$ cat src/rtl/mod_timer_pkg.sv
`timescale 1ns/1ps
package mod_timer_pkg;
  typedef enum logic [1:0] {
    A_STAT = 2'd0,
    A_MOD  = 2'd1,
    A_CHC  = 2'd2,
    A_CHV  = 2'd3
  } reg_addr_e;

  localparam int FLAG_B = 7;
  localparam int IE_B   = 6;
  localparam int STOP_B = 5;
  localparam int CLR_B  = 4;
  localparam int MODE_B = 4;
endpackage

$ cat src/rtl/mt_counter.sv
`timescale 1ns/1ps
module mt_counter #(
  parameter int W = 16
) (
  input  logic         clk_i,
  input  logic         rst_ni,
  input  logic         tick_i,
  input  logic         stop_i,
  input  logic         clr_i,
  input  logic [W-1:0] mod_i,
  output logic [W-1:0] cnt_o,
  output logic         adv_o,
  output logic         wrap_o
);
  logic [W-1:0] cnt_q;

  assign adv_o  = tick_i & ~stop_i & ~clr_i;
  assign wrap_o = adv_o & (cnt_q == mod_i);
  assign cnt_o  = cnt_q;

  always_ff @(posedge clk_i or negedge rst_ni) begin
    if (!rst_ni)    cnt_q <= '0;
    else if (clr_i) cnt_q <= '0;
    else if (adv_o) cnt_q <= wrap_o ? '0 : cnt_q + 1'b1;
  end


  cnt_step_chk: assert property (@(posedge clk_i) disable iff (!rst_ni)
    (adv_o && !wrap_o) |=> cnt_o == $past(cnt_o) + 1'b1);

  cnt_wrap_chk: assert property (@(posedge clk_i) disable iff (!rst_ni)
    wrap_o |=> cnt_o == '0);

  stop_hold_chk: assert property (@(posedge clk_i) disable iff (!rst_ni)
    (!tick_i || stop_i) && !clr_i |=> $stable(cnt_o));

  clr_zero_chk: assert property (@(posedge clk_i) disable iff (!rst_ni)
    clr_i |=> cnt_o == '0);
endmodule

$ cat src/rtl/mt_channel.sv
`timescale 1ns/1ps
module mt_channel #(
  parameter int W = 16
) (
  input  logic         clk_i,
  input  logic         rst_ni,
  input  logic         pin_i,
  input  logic         cmp_mode_i,
  input  logic [1:0]   edge_sel_i,
  input  logic         adv_i,
  input  logic [W-1:0] cnt_i,
  input  logic         wr_val_i,
  input  logic [W-1:0] wdata_i,
  output logic [W-1:0] val_o,
  output logic         event_o,
  output logic         out_o
);
  logic [2:0]   sync_q;
  logic [W-1:0] val_q;
  logic         out_q;
  logic         rise, fall, cap, hit;

  assign rise    = sync_q[1] & ~sync_q[2];
  assign fall    = ~sync_q[1] & sync_q[2];
  assign cap     = ~cmp_mode_i & ((edge_sel_i[0] & rise) | (edge_sel_i[1] & fall));
  assign hit     = cmp_mode_i & adv_i & (cnt_i == val_q);
  assign event_o = cap | hit;
  assign val_o   = val_q;
  assign out_o   = out_q;

  always_ff @(posedge clk_i or negedge rst_ni) begin
    if (!rst_ni) begin
      sync_q <= '0;
      val_q  <= '0;
      out_q  <= 1'b0;
    end else begin
      sync_q <= {sync_q[1:0], pin_i};
      if (cap)           val_q <= cnt_i;  // capture beats software write
      else if (wr_val_i) val_q <= wdata_i;
      if (hit)           out_q <= ~out_q;
    end
  end


  cap_load_chk: assert property (@(posedge clk_i) disable iff (!rst_ni)
    (event_o && !cmp_mode_i) |=> val_o == $past(cnt_i));

  cmp_toggle_chk: assert property (@(posedge clk_i) disable iff (!rst_ni)
    (event_o && cmp_mode_i) |=> out_o != $past(out_o));

  cap_no_toggle_chk: assert property (@(posedge clk_i) disable iff (!rst_ni)
    !cmp_mode_i |=> $stable(out_o));
endmodule

$ cat src/rtl/mod_timer.sv
`timescale 1ns/1ps
module mod_timer
  import mod_timer_pkg::*;
#(
  parameter int W = 16
) (
  input  logic         clk_i,
  input  logic         rst_ni,
  input  logic         tick_i,
  input  logic         cap_pin_i,
  input  logic [1:0]   addr_i,
  input  logic         wr_i,
  input  logic         rd_i,
  input  logic [W-1:0] wdata_i,
  output logic [W-1:0] rdata_o,
  output logic [W-1:0] count_o,
  output logic         chan_o,
  output logic         irq_o
);
  logic         wr_stat, wr_mod, wr_chc, wr_chv, rd_stat, rd_chc;
  logic         ovf_f, ovf_ie, stop_q, arm_ovf;
  logic         ch_f, ch_ie, mode_q, arm_ch;
  logic [1:0]   edge_q;
  logic [W-1:0] mod_q, chv;
  logic         adv, wrap, ch_evt, ovf_clr, ch_clr;

  assign wr_stat = wr_i && addr_i == A_STAT;
  assign wr_mod  = wr_i && addr_i == A_MOD;
  assign wr_chc  = wr_i && addr_i == A_CHC;
  assign wr_chv  = wr_i && addr_i == A_CHV;
  assign rd_stat = rd_i && addr_i == A_STAT;
  assign rd_chc  = rd_i && addr_i == A_CHC;
  assign ovf_clr = wr_stat && arm_ovf && !wdata_i[FLAG_B];
  assign ch_clr  = wr_chc && arm_ch && !wdata_i[FLAG_B];

  mt_counter #(.W(W)) u_cnt (
    .clk_i, .rst_ni, .tick_i,
    .stop_i (stop_q),
    .clr_i  (wr_stat && wdata_i[CLR_B]),
    .mod_i  (mod_q),
    .cnt_o  (count_o),
    .adv_o  (adv),
    .wrap_o (wrap)
  );

  mt_channel #(.W(W)) u_ch (
    .clk_i, .rst_ni,
    .pin_i      (cap_pin_i),
    .cmp_mode_i (mode_q),
    .edge_sel_i (edge_q),
    .adv_i      (adv),
    .cnt_i      (count_o),
    .wr_val_i   (wr_chv),
    .wdata_i    (wdata_i),
    .val_o      (chv),
    .event_o    (ch_evt),
    .out_o      (chan_o)
  );

  always_ff @(posedge clk_i or negedge rst_ni) begin
    if (!rst_ni) begin
      ovf_f <= 1'b0; ovf_ie <= 1'b0; stop_q <= 1'b0; arm_ovf <= 1'b0;
      ch_f  <= 1'b0; ch_ie  <= 1'b0; mode_q <= 1'b0; arm_ch  <= 1'b0;
      edge_q <= '0;
      mod_q  <= '1;
    end else begin
      if (wrap)         ovf_f <= 1'b1;
      else if (ovf_clr) ovf_f <= 1'b0;
      if (ch_evt)       ch_f <= 1'b1;
      else if (ch_clr)  ch_f <= 1'b0;

      if (rd_stat && ovf_f) arm_ovf <= 1'b1;
      else if (wr_stat)     arm_ovf <= 1'b0;
      if (rd_chc && ch_f)   arm_ch <= 1'b1;
      else if (wr_chc)      arm_ch <= 1'b0;

      if (wr_stat) begin
        ovf_ie <= wdata_i[IE_B];
        stop_q <= wdata_i[STOP_B];
      end
      if (wr_chc) begin
        ch_ie  <= wdata_i[IE_B];
        mode_q <= wdata_i[MODE_B];
        edge_q <= wdata_i[1:0];
      end
      if (wr_mod) mod_q <= wdata_i;
    end
  end

  always_comb begin
    rdata_o = '0;
    unique case (addr_i)
      A_STAT: begin
        rdata_o[FLAG_B] = ovf_f;
        rdata_o[IE_B]   = ovf_ie;
        rdata_o[STOP_B] = stop_q;
      end
      A_MOD: rdata_o = mod_q;
      A_CHC: begin
        rdata_o[FLAG_B] = ch_f;
        rdata_o[IE_B]   = ch_ie;
        rdata_o[MODE_B] = mode_q;
        rdata_o[1:0]    = edge_q;
      end
      default: rdata_o = chv;
    endcase
  end

  assign irq_o = (ovf_f & ovf_ie) | (ch_f & ch_ie);


  ovf_set_chk: assert property (@(posedge clk_i) disable iff (!rst_ni)
    wrap |=> ovf_f);

  ovf_hold_chk: assert property (@(posedge clk_i) disable iff (!rst_ni)
    (ovf_f && !(wr_i && addr_i == A_STAT)) |=> ovf_f);

  ch_hold_chk: assert property (@(posedge clk_i) disable iff (!rst_ni)
    (ch_f && !(wr_i && addr_i == A_CHC)) |=> ch_f);

  ovf_clr_chk: assert property (@(posedge clk_i) disable iff (!rst_ni)
    $fell(ovf_f) |-> $past(wr_i) && $past(addr_i) == A_STAT && !$past(wdata_i[FLAG_B]));
endmodule

$ cat config.mk
export PLATFORM = sky130hd
export DESIGN_NAME = mod_timer
export DESIGN_NICKNAME = d
export VERILOG_FILES = /design/src/rtl/mod_timer_pkg.sv /design/src/rtl/mt_counter.sv /design/src/rtl/mt_channel.sv /design/src/rtl/mod_timer.sv
export SDC_FILE = /design/constraint.sdc
export NUM_CORES = 1
export LEC_CHECK = 0
export BUFFER_PORTS_ARGS = -buffer_cell sky130_fd_sc_hd__buf_2
export CAP_MARGIN = 0
export CORE_ASPECT_RATIO = 2
export CORE_MARGIN = 2
export CORE_UTILIZATION = 50
export CTS_BUF_LIST = sky130_fd_sc_hd__clkbuf_8
export CTS_CLUSTER_SIZE = 25
export DETAILED_ROUTE_END_ITERATION = 7
export PLACE_DENSITY_LB_ADDON = 0.08
export SYNTH_ARGS = -nofsm -noshare
export SYNTH_HDL_FRONTEND = slang
export SYNTH_SLANG_ARGS = --single-unit
$ cat constraint.sdc
create_clock -name clk_i -period 1.55 [get_ports clk_i]
set_input_delay 0.0775 -clock clk_i [delete_from_list [all_inputs] [get_ports clk_i]]
set_output_delay 0.0775 -clock clk_i [all_outputs]
set_load 0.05 [all_outputs]
==> results of run 1 <==
-- per-stage QoR --
step / instances / util / TNS (ns) / hold WS [ns]
2_1_floorplan: 339 / - / -3.74 / -0.218
3_3_place_gp: 540 / 0.658 / -4.57 / 0.119
3_5_place_dp: 540 / 0.658 / -5.15 / 0.115
4_1_cts: 575 / 0.722 / -3.90 / 0.00366
5_1_grt: 579 / 0.752 / -6.58 / 0.0163
6_report: 579 / 0.752 / -5.63 / 0.00971
-- worst max-delay path by stage --
stage / from / slack (ns) / cells after the start / endpoint
3_5_place_dp: u_cnt.cnt_o[1] / -0.34 / 6 / u_cnt.cnt_o[5]
5_1_grt: mod_q[7] / -0.39 / 7 / u_cnt.cnt_o[4]
4_1_cts: mod_q[7] / -0.29 / 7 / u_cnt.cnt_o[5]
2_1_floorplan: u_cnt.cnt_o[10] / -0.29 / 6 / u_cnt.cnt_o[6]
3_3_place_gp: u_cnt.cnt_o[3] / -0.32 / 6 / u_ch.out_o
6_report: mod_q[7] / -0.34 / 7 / u_cnt.cnt_o[2]
-- final cells by class --
cell class | instances | area [um2]
fillers | 538 | 1710
clock buffers | 10 | 138
repair buffers | 163 | 1270
inverters | 4 | 15.0
multi-input cells | 244 | 2030
flip-flops and latches | 62 | 1590
well taps | 90 | 113
clock inverters | 6 | 25.0
-- logic make-up after synthesis --
| group | count (synthesis) |
|---|---|
| multiplexers | 57 |
| XOR/XNOR | 40 |
| buffers and inverters | 33 |
| adder cells (fa/ha/maj) | 1 |
| AO/OA/AOI/OAI | 46 |
| flip-flops | 62 |
| AND/OR/NAND/NOR | 100 |
-- per-layer routing --
layer / wire, um / part of all wire / vias up
li1: - / - / 1475
met1: 3930 / 0.35 / 1595
met2: 6300 / 0.56 / 111
met3: 447 / 0.040 / 39
met4: 559 / 0.050 / 0
met5: 0 / 0 / -
-- power groups by stage --
stage / clock network (W) / logic [W] / registers, W
4_1_cts: 0.00123 / 0.00224 / 0.00229
2_1_floorplan: 0 / 0.00117 / 0.00237
5_1_grt: 0.00129 / 0.00260 / 0.00234
6_report: 0.00120 / 0.00246 / 0.00231
3_5_place_dp: 0 / 0.00207 / 0.00232
3_3_place_gp: 0 / 0.00203 / 0.00231
-- cells in the final DEF (no fill, tap or decap), types with 10 or more instances in the layout --
master         synthesis  layout
buf_4                  1      75
buf_2                 16      46
nand2_1               42      41
mux2i_1               30      30
dfrtp_1               46      29
mux2_2                25      24
xor2_1                22      20
buf_6                  0      18
dfrtp_2                0      17
o21ai_0               25      16
dfstp_2               16      16
dlygate4sd3_1          0      14
xnor2_1               18      13
clkbuf_8               0      10
-- state kept, by name, indices dropped and copies added (netlist names) --
register     cells
u_ch.val_o      16
ovf_f            1
mode_q           1
u_ch.sync_q      3
u_ch.out_o       1
ovf_ie           1
stop_q           1
mod_q           16
ch_f             1
arm_ovf          1
ch_ie            1
edge_q           2
u_cnt.cnt_o     16
arm_ch           1
-- timing repair --
action	in CTS	in global routing
pin swaps	9	12
gates resized for setup	32	36
cloned	0	1
hold buffers	14	0
buffers inserted	5	3
endpoints found under the hold margin	60	0
setup endpoints to repair	24	30
==> reports/qor.yml, run 1 <==
outcome: "complete, but fails checks"
violations: "negative setup slack"
netlist_area_mm2: 0.00352
swShare: 0.374
firstDrtPassIters: 4
synth_nets: 364
reg2reg_setup_slack_ns: -0.34
async_reset_ff_frac: 1.00
required_ns: 1.77
arrival_ns: 2.10
grt_max_degree: 63
busiest_layer: "met2"
yosysMostFrequentCell: "dfrtp_1"
drive_above_1_share: 0.538
p_seq_frac: 0.387
grt_first_pass_wirelength_um: 16600
cp_num_buf_inv: 2
met1_usage: 0.306
dieWidth_um: 63.4
num_rows: 43
muxShareOfSynthArea: 0.178
place_ws_ns: -0.340
setup_viol: 22
synth_top_family_by_area: "multiplexers"
clock-sinks: 62
syn_area_per_cell_um2: 10.4
antenna_cells: 0
nNetsFinal: 509
synth_seq_area_share: 0.446
clock.fmax_ghz: 0.530
met2_usage: 0.545
p_leak_nw: 2.43
clk_latency_ns: 0.35
final-max-slew-violation-count: 0
dp_hpwl_um: 7800
use_met3: 0.0394
yosys.area_share.simple: 0.149
ys_ff_latch: 62
whs_endpoint: "mod_q[3]"
comb_power_share: 0.412
path_cells: "xor2_1, nor4_1, buf_4, nand4_1, buf_4, a31oi_4, mux2i_1"
cts_buffers: 9
pin_count: 58
synthXorXnorAreaFrac: 0.0994
wirelength_um: 11200
viasPerCell: 5.56
start_util: 0.512
cpPeakStageDelay_ns: 0.55
synth_top_cell_area_share: 0.327
min_period_ns: 1.89
gr-usage-all-layers: 0.292
synth_edf_count: 0
clkTransAtPathRegs_ns: 0.07
ys_warn_count: 0
timing.critical_path.to_type: "flip-flop"
clk_path_buf_depth: 2
synth_common_cells: "dfrtp_1 (46), nand2_1 (42), mux2i_1 (30)"
rsz0062_at_grt: "yes"
maxCapViolations: 0
clockRootBuffer: "clkbuf_8"
timing.rr.start: "mod_q[7]"
port-buffer-count: 57
clock_skew_ns: 0.00873
grt_overflow_total: 0
clockPowerShare: 0.201
drtAntennaViolNets: 0
slowest_stage: "dfstp_2"
period_share: 1.22
slew_headroom: 0.758
hold_start: "wdata_i[3]"
cts-htree-levels: 3
area_growth_pct: 47.1
holdPathStages: 2
cellPowerDensity_mw_per_mm2: 1150
crit_family: "flip-flops"
grt_pass1_vias: 3232
final_hold_viol_count: 0
cts_tree: "built"
coreArea_mm2: 0.00689
worst_pin_slew_ns: 0.359
synth_compound_area_frac: 0.0820
internal-power_w: 0.00374
wl_per_cell_um: 19.4
post-route-cell-area_mm2: 0.00518
drc: 0
synth_area_leaders: "dfrtp_1 (33%), dfstp_2 (12%), mux2i_1 (8.5%)"
finalPower_w: 0.00598
crit_fanout: 4
min-delay-path-class: "primary input to flip-flop"
critPathMostFrequentCell: "buf_4"
gp_routability_congestion: 0.853
ir_drop_uv: 760
dr_total_vias: 3220
ys.flop_type: "dfrtp_1"
switching_power_w: 0.00224
drt_iter0_markers: 220
r2r_cells: 7
dieArea_mm2: 0.00778
setup_ws_ns: -0.337
yosysTopAreaCell: "dfrtp_1"
critical_path_class: "flip-flop to flip-flop"
antenna_found_initial: 0
cp-start-kind: "flip-flop"
die_h_um: 123
placed_cell_area_mm2: 0.00453
reg2reg_to: "u_cnt.cnt_o[2]"
ys_types: 43
synthAdderAreaFrac: 0.00355
syn_inst: 339
Power figures use the tool's default switching activity.
==> inputs of run 2 (changes only) <==
--- a/config.mk
+++ b/config.mk
@@ -5,6 +5,7 @@
 export SDC_FILE = /design/constraint.sdc
 export NUM_CORES = 1
 export LEC_CHECK = 0
+export ABC_AREA = 1
 export BUFFER_PORTS_ARGS = -buffer_cell sky130_fd_sc_hd__buf_2
 export CAP_MARGIN = 0
 export CORE_ASPECT_RATIO = 2
==> run 2 against run 1 <==
Net effect:
- the run still ends with negative setup slack left
- largest cell class unchanged
- total power is 1.4% lower
- combinational power is 18% lower
- cell count is 24% higher
- largest power group is now sequential cells
- setup slack better by 0.30 ns
- first-iteration DRC count is 1.4% lower
- register-to-register slack better by 0.32 ns
- non-clock buffer count is 49 lower
- critical endpoint is now rdata_o[6]
- sequential share of layout area is 1.6 points higher
- highest routed layer unchanged
- wire length is 4.4% lower
- via count is 19% higher
==> reports/qor.yml, run 2 <==
critPathMostFrequentCell: "buf_6"
worst_pin_slew_ns: 0.524  # +0.165 ns
final_common_cell: "nand2_1"
p_leak_nw: 2.50  # +2.6%
outcome: "complete, but fails checks"
antenna_cells: 0  # unchanged
drt_iter0_markers: 217  # -1.4%
violations: "negative setup slack"
worst_hold_slack_ns: 0.0643  # +0.0546 ns
ys_warn_count: 0  # unchanged
area_growth_pct: 34.3
path_cells: "inv_2, buf_6, o22ai_2, a21oi_1, o21ai_1, buf_6"
cp-start-kind: "flip-flop"
start_util: 0.512  # +0.000610
firstDrtPassIters: 5  # +1
grt_overflow_total: 0  # unchanged
setup_ws_ns: -0.0326  # +0.304 ns
syn_inst: 512  # +51%
post-route-cell-area_mm2: 0.00492  # -5.0%
wl_per_cell_um: 15.0  # -23%
critical_path_class: "flip-flop to primary output"
die_h_um: 125  # +1.9%
dr_total_vias: 3817  # +19%
yosysMostFrequentCell: "nand2_1"
cp_num_buf_inv: 3  # +1
slew_headroom: 0.650  # -0.108
drtAntennaViolNets: 0  # unchanged
synth_nets: 537  # +48%
dpl.cell_count: 680  # +26%
viasPerCell: 5.32  # -4.4%
hold_start: "addr_i[0]"
grt_pass1_vias: 3776  # +17%
synth_common_cells: "nand2_1 (172), inv_1 (62), nor2_1 (50)"
min-delay-path-class: "primary input to flip-flop"
gp_routability_congestion: 0.832  # -2.5%
ys_types: 28  # -35%
yosysTopAreaCell: "dfrtp_1"
reg2reg_setup_slack_ns: -0.02  # +0.32 ns
port-buffer-count: 57  # unchanged
period_share: 1.02  # -0.196
place_ws_ns: -0.161  # +0.179 ns
grt_first_pass_wirelength_um: 18200  # +9.7%
required_ns: 1.47  # -0.30 ns
slowest_stage: "dfstp_2"
final_cell_mix: "nand2_1 (163), inv_1 (60), buf_2 (49)"
crit_family: "flip-flops"
drive_above_1_share: 0.318  # -0.220
maxCapViolations: 0  # unchanged
clkTransAtPathRegs_ns: 0.07  # about the same
timing.critical_path.to_type: "primary output"
drc: 0  # unchanged
fin_cells: 718  # +24%
ys_ff_latch: 62  # unchanged
synth_top_cell_area_share: 0.314  # -0.0127
crit_fanout: 2  # -2
cts-htree-levels: 3  # unchanged
rsz0062_at_grt: "yes"
clk_latency_ns: 0.36  # about the same
reg2reg_to: "u_cnt.cnt_o[0]"
coreArea_mm2: 0.00716  # +3.9%
netlist_area_mm2: 0.00367  # +4.0%
arrival_ns: 1.51  # -0.59 ns
cts_buffers: 9  # unchanged
cpPeakStageDelay_ns: 0.54  # about the same
synth_seq_area_share: 0.429  # -0.0174
ys.flop_type: "dfrtp_1"
synth_edf_count: 0  # unchanged
whs_endpoint: "arm_ch"
antenna_found_initial: 0  # unchanged
clock-sinks: 62  # unchanged
timing.rr.start: "mod_q[2]"
dieArea_mm2: 0.00807  # +3.8%
cellPowerDensity_mw_per_mm2: 1200  # +3.7%
final-max-slew-violation-count: 0  # unchanged
dp_hpwl_um: 7370  # -5.4%
grt_max_degree: 63  # unchanged
clockRootBuffer: "clkbuf_8"
gr-usage-all-layers: 0.291  # -0.00186
synth_area_leaders: "dfrtp_1 (31%), nand2_1 (18%), dfstp_2 (11%)"
ir_drop_uv: 840  # +11%
wirelength_um: 10700  # -4.4%
num-fill-cells: 640  # +19%
pin_count: 58  # unchanged
clock_skew_ns: 0.00913  # +0.000402 ns
clk_path_buf_depth: 2  # unchanged
dieWidth_um: 64.5  # +1.9%
clock.fmax_ghz: 0.632  # +19%
async_reset_ff_frac: 1.00  # unchanged
cts_tree: "built"
nNetsFinal: 646  # +27%
r2r_cells: 9  # +2
syn_area_per_cell_um2: 7.16  # -31%
min_period_ns: 1.58  # -0.304 ns
holdPathStages: 4  # +2
placed_cell_area_mm2: 0.00428  # -5.6%
final_hold_viol_count: 0  # unchanged
setup_viol: 8  # -64%
num_rows: 44  # +2.3%
==> run 2: worst max-delay path by stage <==
stage	startpoint	end	slack, ns	cells past startpoint
final	mod_q[6]	rdata_o[6]	-0.03	6
after global routing	mod_q[6]	u_cnt.cnt_o[12]	-0.12	10
after CTS	mod_q[6]	rdata_o[6]	-0.03	6
after detailed placement	mod_q[2]	u_cnt.cnt_o[0]	-0.16	9
after global placement	mod_q[2]	u_cnt.cnt_o[9]	-0.15	9
after floorplan	addr_i[0]	rdata_o[13]	-0.01	3
==> run 2: final cells by class <==
cell class	instances	area (um2)	area share
well taps	92	115	0.0234
multi-input cells	361	1890	0.384
clock buffers	12	165	0.0335
inverters	73	274	0.0557
clock inverters	4	68.8	0.0140
repair buffers	114	821	0.167
flip-flops and latches	62	1590	0.323
==> run 2: cell families (layout without fill, tap and decap cells) <==
kind of cell	count (synthesis)	in the layout	share of synthesized area
multiplexers	2	2	0.00614
flip-flops	62	62	0.429
adder cells (fa/ha/maj)	1	1	0.00341
XOR/XNOR	12	12	0.0287
AO/OA/AOI/OAI	61	61	0.110
AND/OR/NAND/NOR	284	285	0.321
buffers and inverters	90	203	0.103
==> run 2: through the flow <==
stage                util  setup TNS, ns  total power (W)
finish              0.688         -0.107          0.00589
global route        0.688          -1.63          0.00620
CTS                 0.668        -0.0301          0.00578
detailed placement  0.598          -2.42          0.00398
global placement    0.598          -2.27          0.00396
floorplan               -        -0.0314          0.00344
==> run 2: layer usage <==
| metal | vias up | wire length (um) | track usage |
|---|---|---|---|
| met5 | - | 0 | 0 |
| met4 | 0 | 199 | 0.118 |
| met3 | 19 | 400 | 0.0432 |
| met2 | 114 | 5570 | 0.487 |
| met1 | 1817 | 4570 | 0.371 |
| li1 | 1867 | - | - |
==> run 2: report_power, final <==
group | internal (W) | switching (W)
sequential | 0.00194 | 0.000230
clock | 0.00103 | 0.000677
combinational | 0.000683 | 0.00134
total | 0.00365 | 0.00224
==> run 2: repair_timing <==
item,in CTS,in global routing
setup buffers,1,1
endpoints found under the hold margin,84,0
hold buffers,19,0
endpoints found under the setup margin,22,26
cloned,1,0
pin swaps,6,17
gates resized for setup,20,37
==> run 2: worst register-to-register path: stages, from the launching register on <==
cell,delay (ns)
dfstp_2,0.54
inv_2,0.04
nand2_1,0.07
nand2_2,0.07
nor2_4,0.13
nand2_2,0.09
nor2_4,0.21
nand2_4,0.15
nand3_1,0.10
nand2_1,0.06
==> inputs of run 3 (changes only) <==
--- a/config.mk
+++ b/config.mk
@@ -8,7 +8,7 @@
 export ABC_AREA = 1
 export BUFFER_PORTS_ARGS = -buffer_cell sky130_fd_sc_hd__buf_2
 export CAP_MARGIN = 0
-export CORE_ASPECT_RATIO = 2
+export CORE_ASPECT_RATIO = 0.9
 export CORE_MARGIN = 2
 export CORE_UTILIZATION = 50
 export CTS_BUF_LIST = sky130_fd_sc_hd__clkbuf_8
==> run 3 against run 2 <==
Net effect:
- the run still ends with negative setup slack left
- cell count fell by 0.97%
- combinational power about the same
- worst hold slack improved by 0.032 ns
- final area down 3.9%
- sequential share of layout area increased by 1.3 points
- largest cell class unchanged
==> reports/qor.yml, run 3 (synthesis results as in run 2) <==
drive_above_1_share: 0.304  # -0.0137
required_ns: 1.78  # +0.31 ns
worst_hold_slack_ns: 0.0966  # +0.0323 ns
place_ws_ns: -0.177  # -0.0162 ns
wirelength_um: 10700  # about the same
cts_tree: "built"
drc: 0  # unchanged
switching_power_w: 0.00220  # -2.0%
outcome: "complete, but fails checks"
drt_iter0_markers: 241  # +11%
grt_overflow_total: 0  # unchanged
area_growth_pct: 29.0
drtAntennaViolNets: 0  # unchanged
final_cell_mix: "nand2_1 (160), inv_1 (62), buf_2 (51)"
crit_fanout: 8  # +6
worst-path-stages: 9  # +3
final_common_cell: "nand2_1"
setup_viol: 8  # unchanged
holdPathStages: 4  # unchanged
cp-start-kind: "flip-flop"
clockRootBuffer: "clkbuf_8"
utilization: 0.668  # -0.0195
dieWidth_um: 94.3  # +46%
gr-usage-all-layers: 0.281  # -0.00966
ir_drop_uv: 560  # -33%
firstDrtPassIters: 5  # unchanged
antenna_cells: 0  # unchanged
clk_path_buf_depth: 2  # unchanged
cpPeakStageDelay_ns: 0.55  # about the same
dp_hpwl_um: 7400  # +0.39%
cts_buffers: 9  # unchanged
worst_pin_slew_ns: 0.584  # +0.0596 ns
arrival_ns: 1.82  # +0.31 ns
final-max-slew-violation-count: 0  # unchanged
wl_per_cell_um: 15.1  # +0.92%
rsz0062_at_grt: "yes"
period_share: 1.03  # +0.00525
timing.critical_path.to_type: "flip-flop"
maxCapViolations: 0  # unchanged
start_util: 0.518  # +0.00589
path_cells: "inv_2, nand2_2, nand2_2, nor2_4, nand2_2, nor2_4, nand2_4, nand3_2, nand2_1"
swShare: 0.408  # +0.0272
violations: "negative setup slack"
finalPower_w: 0.00539  # -8.6%
r2r_cells: 9  # unchanged
min-delay-path-class: "primary input to flip-flop"
coreArea_mm2: 0.00708  # -1.1%
cts-htree-levels: 3  # unchanged
critPathMostFrequentCell: "nand2_2"
final_hold_viol_count: 0  # unchanged
min_period_ns: 1.59  # +0.00814 ns
post-route-cell-area_mm2: 0.00473  # -3.9%
setup_ws_ns: -0.0407  # -0.00814 ns
die_h_um: 85.2  # -32%
slew_headroom: 0.610  # -0.0398
clkTransAtPathRegs_ns: 0.07  # about the same
dieArea_mm2: 0.00803  # -0.50%
cellPowerDensity_mw_per_mm2: 1140  # -4.8%
grt_pass1_vias: 3561  # -5.7%
clk_latency_ns: 0.35  # about the same
pin_count: 58  # unchanged
clockPowerShare: 0.226  # -0.064
internal-power_w: 0.00319  # -13%
p_seq_frac: 0.401  # +0.034
cp_num_buf_inv: 1  # -2
grt_first_pass_wirelength_um: 17400  # -4.3%
dr_total_vias: 3768  # -1.3%
grt_max_degree: 63  # unchanged
num_rows: 29  # -34%
crit_family: "simple AND/OR/NAND/NOR gates"
clock.fmax_ghz: 0.629  # -0.51%
port-buffer-count: 57  # unchanged
gp_routability_congestion: 0.816  # -1.9%
comb_power_share: 0.373  # +0.030
p_leak_nw: 2.42  # -3.2%
nNetsFinal: 638  # -1.2%
slowest_stage: "dfstp_2"
clock_skew_ns: 0.0115  # +0.00234 ns
antenna_found_initial: 0  # unchanged
viasPerCell: 5.30  # -0.31%
placed_cell_area_mm2: 0.00417  # -2.5%
critical_path_class: "flip-flop to flip-flop"
clock-sinks: 62  # unchanged
## run 3: cell count changes in the layout (fill, tap and decap cells not counted), moves of 4 or more
| cell | previous run | this run |
|---|---|---|
| nand2_2 | 11 | 15 |
| o22ai_1 | 3 | 7 |
| nor2_2 | 5 | 9 |
| o22ai_2 | 6 | 2 |
| buf_4 | 39 | 33 |
## run 3: layer usage
| metal | routed length (um) | global-route usage |
|---|---|---|
| met4 | 153 | 0.0751 |
| met3 | 835 | 0.0710 |
| met5 | 0 | 0 |
| met2 | 4800 | 0.426 |
| met1 | 4940 | 0.404 |
## run 3: worst min-delay path, delay by kind of cell
family	cells	cell delay [ns]
and+or+nand+nor	3	0.21
buffers and inverters	1	0.11
## run 3: through the flow
step | cells | setup TNS, ns
finish | 711 | -0.189
global placement | 668 | -1.88
floorplan | 512 | -0.0314
global route | 711 | -1.01
detailed placement | 668 | -2.62
CTS | 704 | -0.0146
## run 3: final cells by class
class | count | area [um2]
clock buffer | 10 | 138
clock inverter | 6 | 25.0
fill | 653 | 2350
inverter | 73 | 274
multi-input combinational | 361 | 1850
sequential | 62 | 1590
tap | 93 | 116
timing repair buffer | 106 | 732
## run 3: power groups by stage
stage | combinational, W | sequential [W] | clock, W
after floorplan | 0.00111 | 0.00232 | 0
after global placement | 0.00172 | 0.00217 | 0
after detailed placement | 0.00175 | 0.00219 | 0
after CTS | 0.00181 | 0.00216 | 0.00123
after global routing | 0.00219 | 0.00220 | 0.00130
final | 0.00201 | 0.00216 | 0.00122
## run 3: path summary, 6_finish.rpt
path / end / slack, ns / start
worst max-delay path: u_cnt.cnt_o[0] / -0.04 / mod_q[2]
worst min-delay path: arm_ch / 0.1 / addr_i[0]
worst max register to register: u_cnt.cnt_o[0] / -0.04 / mod_q[2]
worst min register to register: u_ch.sync_q[1] / 0.35 / u_ch.sync_q[0]
max in group asynchronous: mod_q[8] / 0.95 / rst_ni
min in group asynchronous: u_cnt.cnt_o[15] / 0.27 / rst_ni
## run 3: what timing repair did
item | 4_1_cts | 5_1_grt
pin swaps | 4 | 19
endpoints found under the hold margin | 74 | 0
gates cloned | 1 | 0
hold buffers | 19 | 0
resized for setup | 10 | 41
buffers inserted | 0 | 7
setup endpoints to repair | 19 | 22
